`config.mk`:
```
export PLATFORM = sky130hd
export DESIGN_NAME = iomap_pci_cfg
export DESIGN_NICKNAME = d
export VERILOG_FILES = /design/src/rtl/iomap_pkg.sv /design/src/rtl/iomap_split.sv /design/src/rtl/iomap_route.sv /design/src/rtl/iomap_pci_cfg.sv
export SDC_FILE = /design/constraint.sdc
export NUM_CORES = 1
export LEC_CHECK = 0
export ABC_AREA = 1
export BUFFER_PORTS_ARGS = -buffer_cell sky130_fd_sc_hd__buf_2
export CAP_MARGIN = 20
export CORE_UTILIZATION = 28
export DETAILED_ROUTE_END_ITERATION = 8
export GPL_ROUTABILITY_DRIVEN = 0
export PLACE_DENSITY_LB_ADDON = 0.3
export SLEW_MARGIN = 25
export SYNTH_ARGS = -nofsm -noshare
export SYNTH_HDL_FRONTEND = slang
export SYNTH_SLANG_ARGS = --single-unit
```
`constraint.sdc`:
```
create_clock -name clk -period 1.1 [get_ports clk]
set_clock_uncertainty 0.05 [all_clocks]
set_input_delay 0 -clock clk [delete_from_list [all_inputs] [get_ports clk]]
set_output_delay 0 -clock clk [all_outputs]
set_load 0.01 [all_outputs]
```
`src/rtl/iomap_pkg.sv`:
```
package iomap_pkg;

    localparam int XA_W    = 64;   // request address width
    localparam int PA_W    = 64;   // physical address width
    localparam int SPACE_W = 4;    // space code width
    localparam int PORT_W  = 16;   // legal port width
    localparam int SIZE_W  = 4;    // access size field width
    localparam int CFG_W   = 32;   // configuration address register width
    localparam int SHIFT   = 3;    // address shift before decoding
    localparam int FIELD_W = XA_W - SHIFT - SPACE_W;

    localparam logic [PORT_W-1:0] PORT_CFG_ADDR = 16'h0CF8;
    localparam logic [PORT_W-1:0] PORT_CFG_DATA = 16'h0CFC;
    localparam logic [SIZE_W-1:0] CFG_ADDR_SIZE = 4'd4;

    typedef enum logic [1:0] {
        FLT_NONE  = 2'd0,
        FLT_SPACE = 2'd1,
        FLT_PORT  = 2'd2
    } fault_e;

    typedef struct packed {
        logic [SPACE_W-1:0] space;
        logic [PORT_W-1:0]  port;
        logic               port_ovf;
    } decoded_t;

    typedef struct packed {
        logic [PA_W-1:0] paddr;
        logic            uncache;
        logic            strict;
        logic            reg_acc;
        fault_e          fault;
    } xlat_t;

    function automatic logic in_data_window(input logic [PORT_W-1:0] p);
        return p[PORT_W-1:2] == PORT_CFG_DATA[PORT_W-1:2];
    endfunction

endpackage

```
`src/rtl/iomap_split.sv`:
```
module iomap_split
    import iomap_pkg::*;
(
    input  logic [XA_W-1:0] addr,
    output decoded_t        dec
);
    logic [XA_W-SHIFT-1:0] shifted;
    logic [FIELD_W-1:0]    field;

    always_comb begin
        shifted      = addr[XA_W-1:SHIFT];
        field        = shifted[FIELD_W-1:0];
        dec.space    = shifted[XA_W-SHIFT-1 -: SPACE_W];
        dec.port     = field[PORT_W-1:0];
        dec.port_ovf = |field[FIELD_W-1:PORT_W];
    end
endmodule

```
`src/rtl/iomap_route.sv`:
```
module iomap_route
    import iomap_pkg::*;
#(
    parameter logic [SPACE_W-1:0] IO_SPACE      = 4'h2,
    parameter logic [PA_W-1:0]    IO_BASE       = 64'h8000_0000_0000_0000,
    parameter logic [PA_W-1:0]    CFG_BASE      = 64'hC000_0000_0000_0000,
    parameter logic [PA_W-1:0]    CFG_REG_PADDR = 64'h0000_0000_0000_0A40
)(
    input  decoded_t           dec,
    input  logic [SIZE_W-1:0]  size,
    input  logic [CFG_W-1:0]   cfg,
    output xlat_t              res
);
    logic [PA_W-1:0] cfg_off;
    logic [PA_W-1:0] io_off;

    always_comb begin
        cfg_off = PA_W'({cfg[CFG_W-2:2], 2'b00}) | PA_W'(dec.port[1:0]);
        io_off  = PA_W'(dec.port);
        res     = '0;
        if (dec.space != IO_SPACE) begin
            res.fault = FLT_SPACE;
        end else if (dec.port_ovf) begin
            res.fault = FLT_PORT;
        end else if (dec.port == PORT_CFG_ADDR && size == CFG_ADDR_SIZE) begin
            res.reg_acc = 1'b1;
            res.paddr   = CFG_REG_PADDR;
        end else begin
            res.uncache = 1'b1;
            res.strict  = 1'b1;
            if (in_data_window(dec.port) && cfg[CFG_W-1])
                res.paddr = CFG_BASE | cfg_off;
            else
                res.paddr = IO_BASE | io_off;
        end
    end
endmodule

```
`src/rtl/iomap_pci_cfg.sv`:
```
module iomap_pci_cfg
    import iomap_pkg::*;
#(
    parameter logic [SPACE_W-1:0] IO_SPACE      = 4'h2,
    parameter logic [PA_W-1:0]    IO_BASE       = 64'h8000_0000_0000_0000,
    parameter logic [PA_W-1:0]    CFG_BASE      = 64'hC000_0000_0000_0000,
    parameter logic [PA_W-1:0]    CFG_REG_PADDR = 64'h0000_0000_0000_0A40
)(
    input  logic              clk,
    input  logic              rst,
    input  logic              req_valid,
    input  logic [63:0]       req_addr,
    input  logic [3:0]        req_size,
    input  logic [31:0]       cfg_addr,
    output logic              rsp_valid,
    output logic [63:0]       rsp_paddr,
    output logic              rsp_uncache,
    output logic              rsp_strict,
    output logic              rsp_reg_access,
    output logic [1:0]        rsp_fault
);
    decoded_t dec;
    xlat_t    res_c;
    xlat_t    res_q;
    logic     vld_q;

    iomap_split u_split (
        .addr (req_addr),
        .dec  (dec)
    );

    iomap_route #(
        .IO_SPACE      (IO_SPACE),
        .IO_BASE       (IO_BASE),
        .CFG_BASE      (CFG_BASE),
        .CFG_REG_PADDR (CFG_REG_PADDR)
    ) u_route (
        .dec  (dec),
        .size (req_size),
        .cfg  (cfg_addr),
        .res  (res_c)
    );

    always_ff @(posedge clk) begin
        if (rst) begin
            vld_q <= 1'b0;
            res_q <= '0;
        end else begin
            vld_q <= req_valid;
            res_q <= req_valid ? res_c : '0;
        end
    end

    assign rsp_valid      = vld_q;
    assign rsp_paddr      = res_q.paddr;
    assign rsp_uncache    = res_q.uncache;
    assign rsp_strict     = res_q.strict;
    assign rsp_reg_access = res_q.reg_acc;
    assign rsp_fault      = res_q.fault;
endmodule

```
==> impl_metrics.sql, run 1 <==
INSERT INTO impl_metrics (metric_group, metric, value, unit) VALUES
('place', 'dp_hpwl', '4010', 'µm'),
('critical_path', 'timing.critical_path.from_type', 'input pin', ''),
('drt', 'vias_per_cell', '3.82', ''),
('floorplanning', 'start_util', '29.5', '%'),
('sta', 'drv_slew', '0', ''),
('layout', 'non_filler_instances', '555', ''),
('drt', 'drt_first_pass_iters', '4', ''),
('synth', 'synth.distinct_cells', '23', ''),
('floorplanning', 'coreArea', '6940', 'µm²'),
('synth', 'synth-warning-count', '0', ''),
('min_path', 'whs_path_depth', '4', ''),
('sta', 'rsz_0062_raised_after_global_routing', 'false', ''),
('clock_network', 'cts_hold_repair.buffers', '34', ''),
('drt', 'drc', '0', ''),
('sta', 'finalWorstPathRequiredPeriod', '0.897', 'ns'),
('sta', 'min_period_over_period', '81.6', '%'),
('power', 'pwr-share-seq', '42.0', '%'),
('power', 'totalPowerFinal', '3280', 'µW'),
('clock_network', 'h_tree_depth_reported_by_cts', '2', ''),
('power', 'power_report.internal_total', '2560', 'µW'),
('drt', 'totalWireLength', '5280', 'µm'),
('clock_network', 'cts_inserted_buffers', '5', ''),
('global_routing', 'grt_pass1_wl', '8150', 'µm'),
('clock_network', 'post_cts_resize_count', '0', ''),
('clock_network', 'clock_path_buffers', '2', ''),
('synth', 'fraction_of_the_yosys_area_taken_by_sequential_cells', '37.1', '%'),
('sta', 'timing.fmax', '1110', 'MHz'),
('clock_network', 'worst_setup_hold_path_clk_slew', '0.07', 'ns'),
('layout', 'final_cell_area', '3290', 'µm²'),
('drt', 'detail_route.wl_per_cell', '9.51', 'µm'),
('layout', 'syn2layout_area_growth', '60.8', '%'),
('critical_path', 'worst_setup_path_end_kind', 'flip-flop', ''),
('synth', 'synth.avg_cell_area', '7.56', 'µm²'),
('power', 'clock_power_share', '42.9', '%'),
('place', 'placed_cells', '513', ''),
('synth', 'syn-instance-count', '271', ''),
('global_routing', 'first_global_vias', '1960', ''),
('critical_path', 'arrival_time_worst_endpoint', '1.07', 'ns'),
('global_routing', 'grt.total_usage', '14.0', '%'),
('floorplanning', 'die_height', '87.5', 'µm'),
('clock_network', 'tritoncts', 'done', ''),
('synth', 'synth-seq-cells', '38', ''),
('clock_network', 'post-cts-setup-buffers', '0', ''),
('layout', 'drive_gt1_share', '43.6', '%'),
('floorplanning', 'io-pin-count', '173', ''),
('global_routing', 'grt_start_max_net_pins', '17', ''),
('place', 'post_dp_cell_area', '2820', 'µm²'),
('flow_run', 'max_cap_viol_count', '0', ''),
('sta', 'finalHoldWorstSlack', '0.0103', 'ns'),
('drt', 'dr.first_iter.drc_count', '65', ''),
('power', 'total_leakage_power', '0.00184', 'µW'),
('power', 'p_sw_share', '22.2', '%'),
('place', 'port_buffers', '136', ''),
('drt', 'route.antenna.remaining_nets', '0', ''),
('clock_network', 'root_buffer', 'clkbuf_8', ''),
('min_path', 'hp-start', 'req_addr[15]', ''),
('critical_path', 'worstPathMaxFanout', '15', ''),
('global_routing', 'antenna_found_initial', '0', ''),
('power', 'power_switching', '729', 'µW'),
('floorplanning', 'design.die.area', '7660', 'µm²'),
('drt', 'vias', '2120', ''),
('synth', 'ys_top_cells_by_area', 'dfxtp_1 (37%), buf_4 (12%), nor2_1 (9.3%)', ''),
('floorplanning', 'die_width', '87.5', 'µm'),
('clock_network', 'clock_sink_count', '38', ''),
('critical_path', 'required', '1.28', 'ns'),
('critical_path', 'worst-setup-path-type', 'input pin to flip-flop', ''),
('sta', 'timing_hold_violations_final', '0', ''),
('synth', 'synth.cell_area', '2050', 'µm²'),
('floorplanning', 'std_cell_rows', '30', ''),
('synth', 'post-synth-top-area-cell', 'dfxtp_1', ''),
('synth', 'synth_largest_type_area_fraction', '37.1', '%'),
('sta', 'setup-violations-final', '0', ''),
('sta', 'setup_total_negative_slack', '0', 'ns'),
('power', 'pwr_density_cell', '997', 'nW/µm²'),
('power', 'combPwrFrac', '15.1', '%'),
('global_routing', 'grt_overflow_total', '0', ''),
('power', 'power.ir.vdd_worst', '514', 'µV'),
('layout', 'antennaDiodeCount', '0', ''),
('min_path', 'worstHoldPathType', 'input pin to flip-flop', ''),
('layout', 'nNetsFinal', '561', ''),
('run_status', 'status', 'finished, final reports clean', ''),
('min_path', 'worst_hold_path.endpoint', 'rsp_paddr[12]', '');
==> sequential cells by signal, indices dropped and copies added, names as in the netlist <==
name / count
rsp_reg_access: 1
rsp_paddr: 33
rsp_uncache: 1
rsp_fault: 2
rsp_valid: 1
==> final cells by class <==
class | count | area (µm²)
Sequential cell | 38 | 761
Timing Repair Buffer | 185 | 1160
Clock buffer | 5 | 68.8
Fill cell | 701 | 3650
Multi-Input combinational cell | 182 | 945
Inverter | 46 | 173
Clock inverter | 3 | 68.8
Tap cell | 96 | 120
==> critical path, cell delays in order <==
cell and delay, ns:
buf_2 0.10, nor2_1 0.10, nand2_1 0.06, nor2_1 0.17, o21ai_0 0.15, nor2_2 0.14
nand3_4 0.08, buf_12 0.17, nor2_1 0.09
==> cell usage after synthesis (all sizes together) <==
library cell and instances:
dfxtp 38, and2 1, or2 2, clkinv 1
a21oi 3, conb 1, nand4 8, a21boi 1
o21ai 2, buf 35, nor2 86, inv 45
a31oi 1, nand3 6, nand2 41
==> worst max-delay path by stage <==
stage	startpoint	endpoint	slack (ns)	depth (start not counted)
final	req_addr[47]	rsp_paddr[16]	0.20	9
after global routing	req_addr[55]	rsp_paddr[30]	0.06	9
after CTS	req_addr[47]	rsp_paddr[16]	0.18	9
after floorplan	req_valid	rsp_paddr[18]	0.12	8
after global placement	req_addr[27]	rsp_paddr[7]	-0.06	9
after detailed placement	req_addr[47]	rsp_paddr[16]	-0.13	9
==> cell usage in the layout, fill, tap and decap left out, drive strengths merged <==
cell type    count
a21boi           1
and2             1
nand3            6
a31oi            1
or2              2
a21oi            3
clkinv           2
o21ai            2
nand2           41
nor2            86
inv             45
buf            151
conb            31
clkbuf           5
dlygate4sd3     34
bufinv           2
dfxtp           38
nand4            8
==> cell families after synthesis <==
| logic type | share of synthesized area [%] |
|---|---|
| and+or+nand+nor | 38.5 |
| buffers and inverters | 22.2 |
| DFF | 37.1 |
| AOI/OAI and AO/OA | 1.89 |
| other | 0.183 |
==> metrics by stage <==
| step | util [%] | setup WS (ns) |
|---|---|---|
| after CTS | 47.4 | 0.179 |
| after detailed placement | 40.6 | -0.128 |
| final | 47.4 | 0.203 |
| after floorplan | - | 0.121 |
| after global routing | 47.4 | 0.0615 |
| after global placement | 40.6 | -0.0580 |
==> per-layer routing <==
metal / wire, µm / global-route usage [%] / vias to the layer above
met1: 2000 / 14.0 / 877
li1: - / - / 1104
met2: 2720 / 25.9 / 123
met4: 176 / 7.75 / 0
met3: 386 / 4.05 / 16
met5: 0 / 0 / -
==> power by group through the flow <==
stage / Combinational [µW] / Clock (µW) / Sequential [µW]
6_report: 497 / 1410 / 1380
2_1_floorplan: 247 / 0 / 1410
5_1_grt: 554 / 1540 / 1380
4_1_cts: 493 / 1470 / 1380
3_5_place_dp: 398 / 0 / 1410
3_3_place_gp: 395 / 0 / 1410
(Power assumes the default switching activity.)
==> run 2, diff against run 1 <==
Clock period 1.1 ns to 0.8 ns, I/O delays scaled along.
==> run 2 against run 1 <==
  * The run now ends with negative setup slack left
  * Via count is 6.9% higher
  * Setup slack worse by 0.28 ns
  * Sequential power is 38% higher
  * Clock power is 38% higher
  * Total power is 45% higher
  * Hold slack better by 0.0018 ns
==> impl_metrics.sql, run 2 (same netlist as run 1, synthesis figures left out) <==
INSERT INTO impl_metrics (metric_group, metric, value, unit) VALUES
('floorplanning', 'io-pin-count', '173', ''),
('sta', 'setup-violations-final', '33', ''),
('critical_path', 'critical_path.slowest_cell', 'clkbuf_16', ''),
('layout', 'final_cell_mix', 'buf_2 (90), buf_6 (47), nor2_4 (44)', ''),
('critical_path', 'cp.buffers_inverters', '2', ''),
('sta', 'min_period_over_period', '110', '%'),
('global_routing', 'grt_overflow_total', '0', ''),
('clock_network', 'clock_sink_count', '38', ''),
('run_status', 'status', 'finished with violations', ''),
('flow_run', 'max_cap_viol_count', '0', ''),
('critical_path', 'arrival_time_worst_endpoint', '1.06', 'ns'),
('place', 'dp_hpwl', '4020', 'µm'),
('layout', 'syn2layout_area_growth', '98.2', '%'),
('sta', 'rsz_0062_raised_after_global_routing', 'true', ''),
('critical_path', 'timing.critical_path.from_type', 'input pin', ''),
('global_routing', 'grt_pass1_wl', '8520', 'µm'),
('floorplanning', 'die_width', '87.5', 'µm'),
('sta', 'fin_ws', '-0.0780', 'ns'),
('critical_path', 'worst-setup-path-type', 'input pin to flip-flop', ''),
('power', 'pwr_density_cell', '1170', 'nW/µm²'),
('drt', 'drc', '0', ''),
('floorplanning', 'coreArea', '6940', 'µm²'),
('drt', 'totalWireLength', '6310', 'µm'),
('layout', 'final_util', '58.5', '%'),
('power', 'total_leakage_power', '0.00200', 'µW'),
('critical_path', 'worst_path_largest_cell_delay', '0.22', 'ns'),
('critical_path', 'worst_setup_path_end_kind', 'flip-flop', ''),
('drt', 'vias_per_cell', '4.01', ''),
('critical_path', 'worstPathMaxFanout', '5', ''),
('floorplanning', 'design.die.area', '7660', 'µm²'),
('layout', 'drive_gt1_share', '62.0', '%'),
('clock_network', 'worst_setup_hold_path_clk_slew', '0.08', 'ns'),
('sta', 'drv_slew', '0', ''),
('global_routing', 'antenna_found_initial', '0', ''),
('run_status', 'failed_checks', 'negative setup slack', ''),
('sta', 'timing.fmax', '1140', 'MHz'),
('drt', 'drt_first_pass_iters', '4', ''),
('critical_path', 'crit_path_cell_trace', 'buf_6, nor2_2, nand2_2, nor2_4, nand2_2, nor2_4, nand4_4, clkbuf_16, nor2_1', ''),
('layout', 'mostFrequentLayoutCell', 'buf_2', ''),
('sta', 'timing_hold_violations_final', '0', ''),
('global_routing', 'first_global_vias', '2125', ''),
('layout', 'largest_register_ffs', '33', ''),
('place', 'port_buffers', '136', ''),
('sta', 'finalWorstPathRequiredPeriod', '0.878', 'ns'),
('global_routing', 'grt.total_usage', '14.3', '%'),
('floorplanning', 'die_height', '87.5', 'µm'),
('critical_path', 'path_delay_family', 'simple AND/OR/NAND/NOR gates', ''),
('critical_path', 'required', '0.98', 'ns'),
('clock_network', 'root_buffer', 'clkbuf_8', ''),
('clock_network', 'clock_path_buffers', '2', ''),
('drt', 'detail_route.wl_per_cell', '11.2', 'µm'),
('layout', 'nNetsFinal', '571', ''),
('layout', 'antennaDiodeCount', '0', ''),
('drt', 'dr.first_iter.drc_count', '12', ''),
('clock_network', 'h_tree_depth_reported_by_cts', '2', ''),
('clock_network', 'cts_inserted_buffers', '5', ''),
('place', 'post-place-ws', '-0.477', 'ns'),
('min_path', 'worstHoldPathType', 'input pin to flip-flop', ''),
('drt', 'route.antenna.remaining_nets', '0', ''),
('power', 'power.ir.vdd_worst', '575', 'µV'),
('global_routing', 'grt_start_max_net_pins', '16', ''),
('drt', 'vias', '2266', ''),
('sta', 'setup_total_negative_slack', '-1.46', 'ns'),
('floorplanning', 'std_cell_rows', '30', ''),
('clock_network', 'tritoncts', 'done', ''),
('floorplanning', 'start_util', '29.5', '%');
run 2: what timing repair did:
action                                  4_1_cts  5_1_grt
pin swaps                                     6       51
cloned                                        1        2
buffers inserted                              2        0
endpoints found under the setup margin       42       65
resized for setup                            32      138
endpoints found under the hold margin        27        0
hold buffers                                 29        0
run 2: final timing paths:
kind,to,from,cells past startpoint
setup / recovery,rsp_paddr[5],req_addr[48],9
hold / removal,rsp_paddr[7],cfg_addr[7],5
run 2: metrics by stage:
stage	hold slack (ns)	power [µW]	instances	cell area, µm²
final	0.0121	4750	565	4060
after global routing	0.0246	4960	565	4060
after CTS	0.00142	4620	563	3500
after detailed placement	0.167	2510	523	2890
after global placement	0.162	2510	523	2890
after floorplan	0.0569	2290	301	2170
run 2: area by class of cell:
cell class	count	area (µm²)
sequential	38	787
timing repair buffer	194	1580
multi-input combinational	183	1250
clock inverter	3	68.8
tap	96	120
inverter	46	178
clock buffer	5	68.8
fill	584	2890
run 2: power breakdown:
part / leakage, µW / total, µW / internal, µW / switching, µW
registers: 0.000317 / 1900 / 1890 / 1.10
clock network: 0.0000683 / 1950 / 1250 / 703
logic: 0.00162 / 904 / 494 / 410
run 2: worst min-delay path: cells and delay by family:
family | cells | cell delay (ns)
buf+inv | 2 | 0.15
simple gates | 3 | 0.17
run 2: per-layer routing:
metal  global-route usage, %  wire [µm]  up-vias  part of all wire (%)
met5                       0          0        -                     0
met4                    4.77        159        0                   2.5
met3                    3.58        479       19                   7.6
met2                    28.3       3350      132                    53
met1                    14.3       2320      987                    37
li1                        -          -     1128                     -
==> run 3, diff against run 2 <==
Settings changed: CORE_ASPECT_RATIO from default to 0.7, PLACE_DENSITY from default to 0.72, PLACE_DENSITY_LB_ADDON 0.3 to default, SKIP_LAST_GASP from default to 1.
==> run 3 against run 2 <==
  * Critical endpoint unchanged
  * Highest routed layer unchanged
  * Non-clock buffer count stayed put
  * Sequential power hardly changed
  * The flow finishes with violations (negative hold slack, negative setup slack)
  * Hold slack worse by 0.018 ns
==> impl_metrics.sql, run 3 (same netlist as run 1, synthesis figures left out) <==
INSERT INTO impl_metrics (metric_group, metric, value, unit) VALUES
('floorplanning', 'die_width', '104', 'µm'),
('clock_network', 'cts_inserted_buffers', '5', ''),
('critical_path', 'critical_path.slowest_cell', 'buf_12', ''),
('critical_path', 'worstSetupPathDepth', '9', ''),
('clock_network', 'tritoncts', 'done', ''),
('critical_path', 'crit_path_cell_trace', 'buf_2, nor2_2, nand2_2, nor2_4, nand2_2, nor2_4, nand4_4, buf_12, nor2_4', ''),
('place', 'placed_cells', '518', ''),
('critical_path', 'required', '0.98', 'ns'),
('drt', 'vias_per_cell', '4.03', ''),
('drt', 'dr.first_iter.drc_count', '48', ''),
('sta', 'rsz_0062_raised_after_global_routing', 'true', ''),
('drt', 'totalWireLength', '6430', 'µm'),
('sta', 'min_period_over_period', '110', '%'),
('sta', 'drv_slew', '0', ''),
('global_routing', 'grt_start_max_net_pins', '17', ''),
('critical_path', 'worstPathMaxFanout', '8', ''),
('critical_path', 'startpoint', 'req_addr[48]', ''),
('place', 'dp_hpwl', '4260', 'µm'),
('sta', 'finalHoldWorstSlack', '-0.00633', 'ns'),
('clock_network', 'worst_setup_hold_path_clk_slew', '0.08', 'ns'),
('layout', 'num-fill-cells', '641', ''),
('global_routing', 'grt.total_usage', '15.1', '%'),
('critical_path', 'crit_top_cell', 'nor2_4', ''),
('layout', 'syn2layout_area_growth', '83.6', '%'),
('power', 'pwr_density_cell', '1080', 'nW/µm²'),
('min_path', 'worstHoldPathType', 'input pin to flip-flop', ''),
('global_routing', 'first_global_vias', '2128', ''),
('sta', 'finalWorstPathRequiredPeriod', '0.879', 'ns'),
('critical_path', 'worst_setup_path_endpoint', 'rsp_paddr[5]', ''),
('clock_network', 'clock_path_buffers', '2', ''),
('critical_path', 'cp.buffers_inverters', '2', ''),
('flow_run', 'max_cap_viol_count', '0', ''),
('layout', 'antennaDiodeCount', '0', ''),
('critical_path', 'worst_setup_path_end_kind', 'flip-flop', ''),
('sta', 'timing_hold_violations_final', '2', ''),
('layout', 'final_util', '54.4', '%'),
('drt', 'drt_first_pass_iters', '4', ''),
('global_routing', 'antenna_found_initial', '0', ''),
('layout', 'nNetsFinal', '570', ''),
('place', 'post_dp_cell_area', '2860', 'µm²'),
('sta', 'timing.fmax', '1140', 'MHz'),
('critical_path', 'worst_path_largest_cell_delay', '0.18', 'ns'),
('power', 'power.ir.vdd_worst', '517', 'µV'),
('drt', 'detail_route.wl_per_cell', '11.4', 'µm'),
('layout', 'drive_gt1_share', '57.5', '%'),
('layout', 'non_filler_instances', '562', ''),
('floorplanning', 'std_cell_rows', '25', ''),
('clock_network', 'h_tree_depth_reported_by_cts', '2', ''),
('layout', 'final_cell_mix', 'buf_2 (101), inv_1 (42), buf_6 (34)', ''),
('place', 'port_buffers', '136', ''),
('floorplanning', 'die_height', '73.6', 'µm'),
('run_status', 'status', 'finished with violations', ''),
('global_routing', 'grt_overflow_total', '0', ''),
('critical_path', 'arrival_time_worst_endpoint', '1.06', 'ns'),
('global_routing', 'grt_pass1_wl', '9120', 'µm'),
('layout', 'mostFrequentLayoutCell', 'buf_2', ''),
('critical_path', 'worst-setup-path-type', 'input pin to flip-flop', ''),
('layout', 'largest_register_ffs', '33', ''),
('critical_path', 'timing.critical_path.from_type', 'input pin', ''),
('sta', 'fin_ws', '-0.0792', 'ns'),
('power', 'total_leakage_power', '0.00195', 'µW'),
('clock_network', 'clock_sink_count', '38', ''),
('floorplanning', 'io-pin-count', '173', ''),
('run_status', 'failed_checks', 'negative hold slack, negative setup slack', ''),
('floorplanning', 'coreArea', '6910', 'µm²'),
('floorplanning', 'design.die.area', '7670', 'µm²'),
('critical_path', 'path_delay_family', 'simple AND/OR/NAND/NOR gates', ''),
('drt', 'vias', '2265', ''),
('clock_network', 'root_buffer', 'clkbuf_8', ''),
('sta', 'setup-violations-final', '35', ''),
('floorplanning', 'start_util', '29.6', '%'),
('layout', 'final_cell_area', '3760', 'µm²'),
('drt', 'route.antenna.remaining_nets', '0', ''),
('drt', 'drc', '0', '');
[run 3: power breakdown]
part / internal [µW] / switching, µW / total [µW]
sequential: 1890 / 1.01 / 1900
combinational: 436 / 371 / 807
clock: 693 / 679 / 1370
total: 3020 / 1050 / 4070
[run 3: layer usage]
metal / part of all wire (%) / global-route usage, % / up-vias / routed length, µm
li1: - / - / 1123 / -
met1: 41 / 17.1 / 1015 / 2610
met2: 50 / 28.7 / 114 / 3220
met3: 7.8 / 3.46 / 13 / 503
met4: 1.5 / 4.29 / 0 / 99
met5: 0 / 0 / - / 0
[run 3: metrics by stage]
stage               power, µW  setup WS [ns]  TNS, ns
floorplan                2290         -0.150    -3.41
global route             4320         -0.163    -4.78
detailed placement       2500         -0.520   -15.50
global placement         2490         -0.463   -14.74
CTS                      4030        -0.0649    -1.48
finish                   4070        -0.0792    -1.83
[run 3: area by class of cell]
cell class / instances / area, µm² / area share, %
Tap cell: 94 / 118 / 3.13
Timing Repair Buffer: 194 / 1470 / 39.1
Multi-Input combinational cell: 182 / 1120 / 29.9
Inverter: 46 / 173 / 4.59
Clock inverter: 2 / 12.5 / 0.333
Sequential cell: 38 / 781 / 20.8
Clock buffer: 6 / 82.6 / 2.20
[run 3: timing repair]
action,CTS,global route
resized for setup,20,88
hold buffers,28,1
setup endpoints to repair,39,62
hold endpoints to repair,27,2
cloned,0,2
pin swaps,1,11
setup buffers,3,2
[run 3: worst min-delay path by stage]
stage,from,to,slack [ns],cells past startpoint
finish,req_addr[16],rsp_paddr[13],-0.006,4
global route,req_addr[15],rsp_paddr[12],0.003,4
CTS,req_addr[15],rsp_paddr[12],-0.03,4
detailed placement,req_addr[61],rsp_fault[0],0.16,2
global placement,req_addr[61],rsp_fault[0],0.16,2
floorplan,req_addr[61],rsp_fault[0],0.06,1
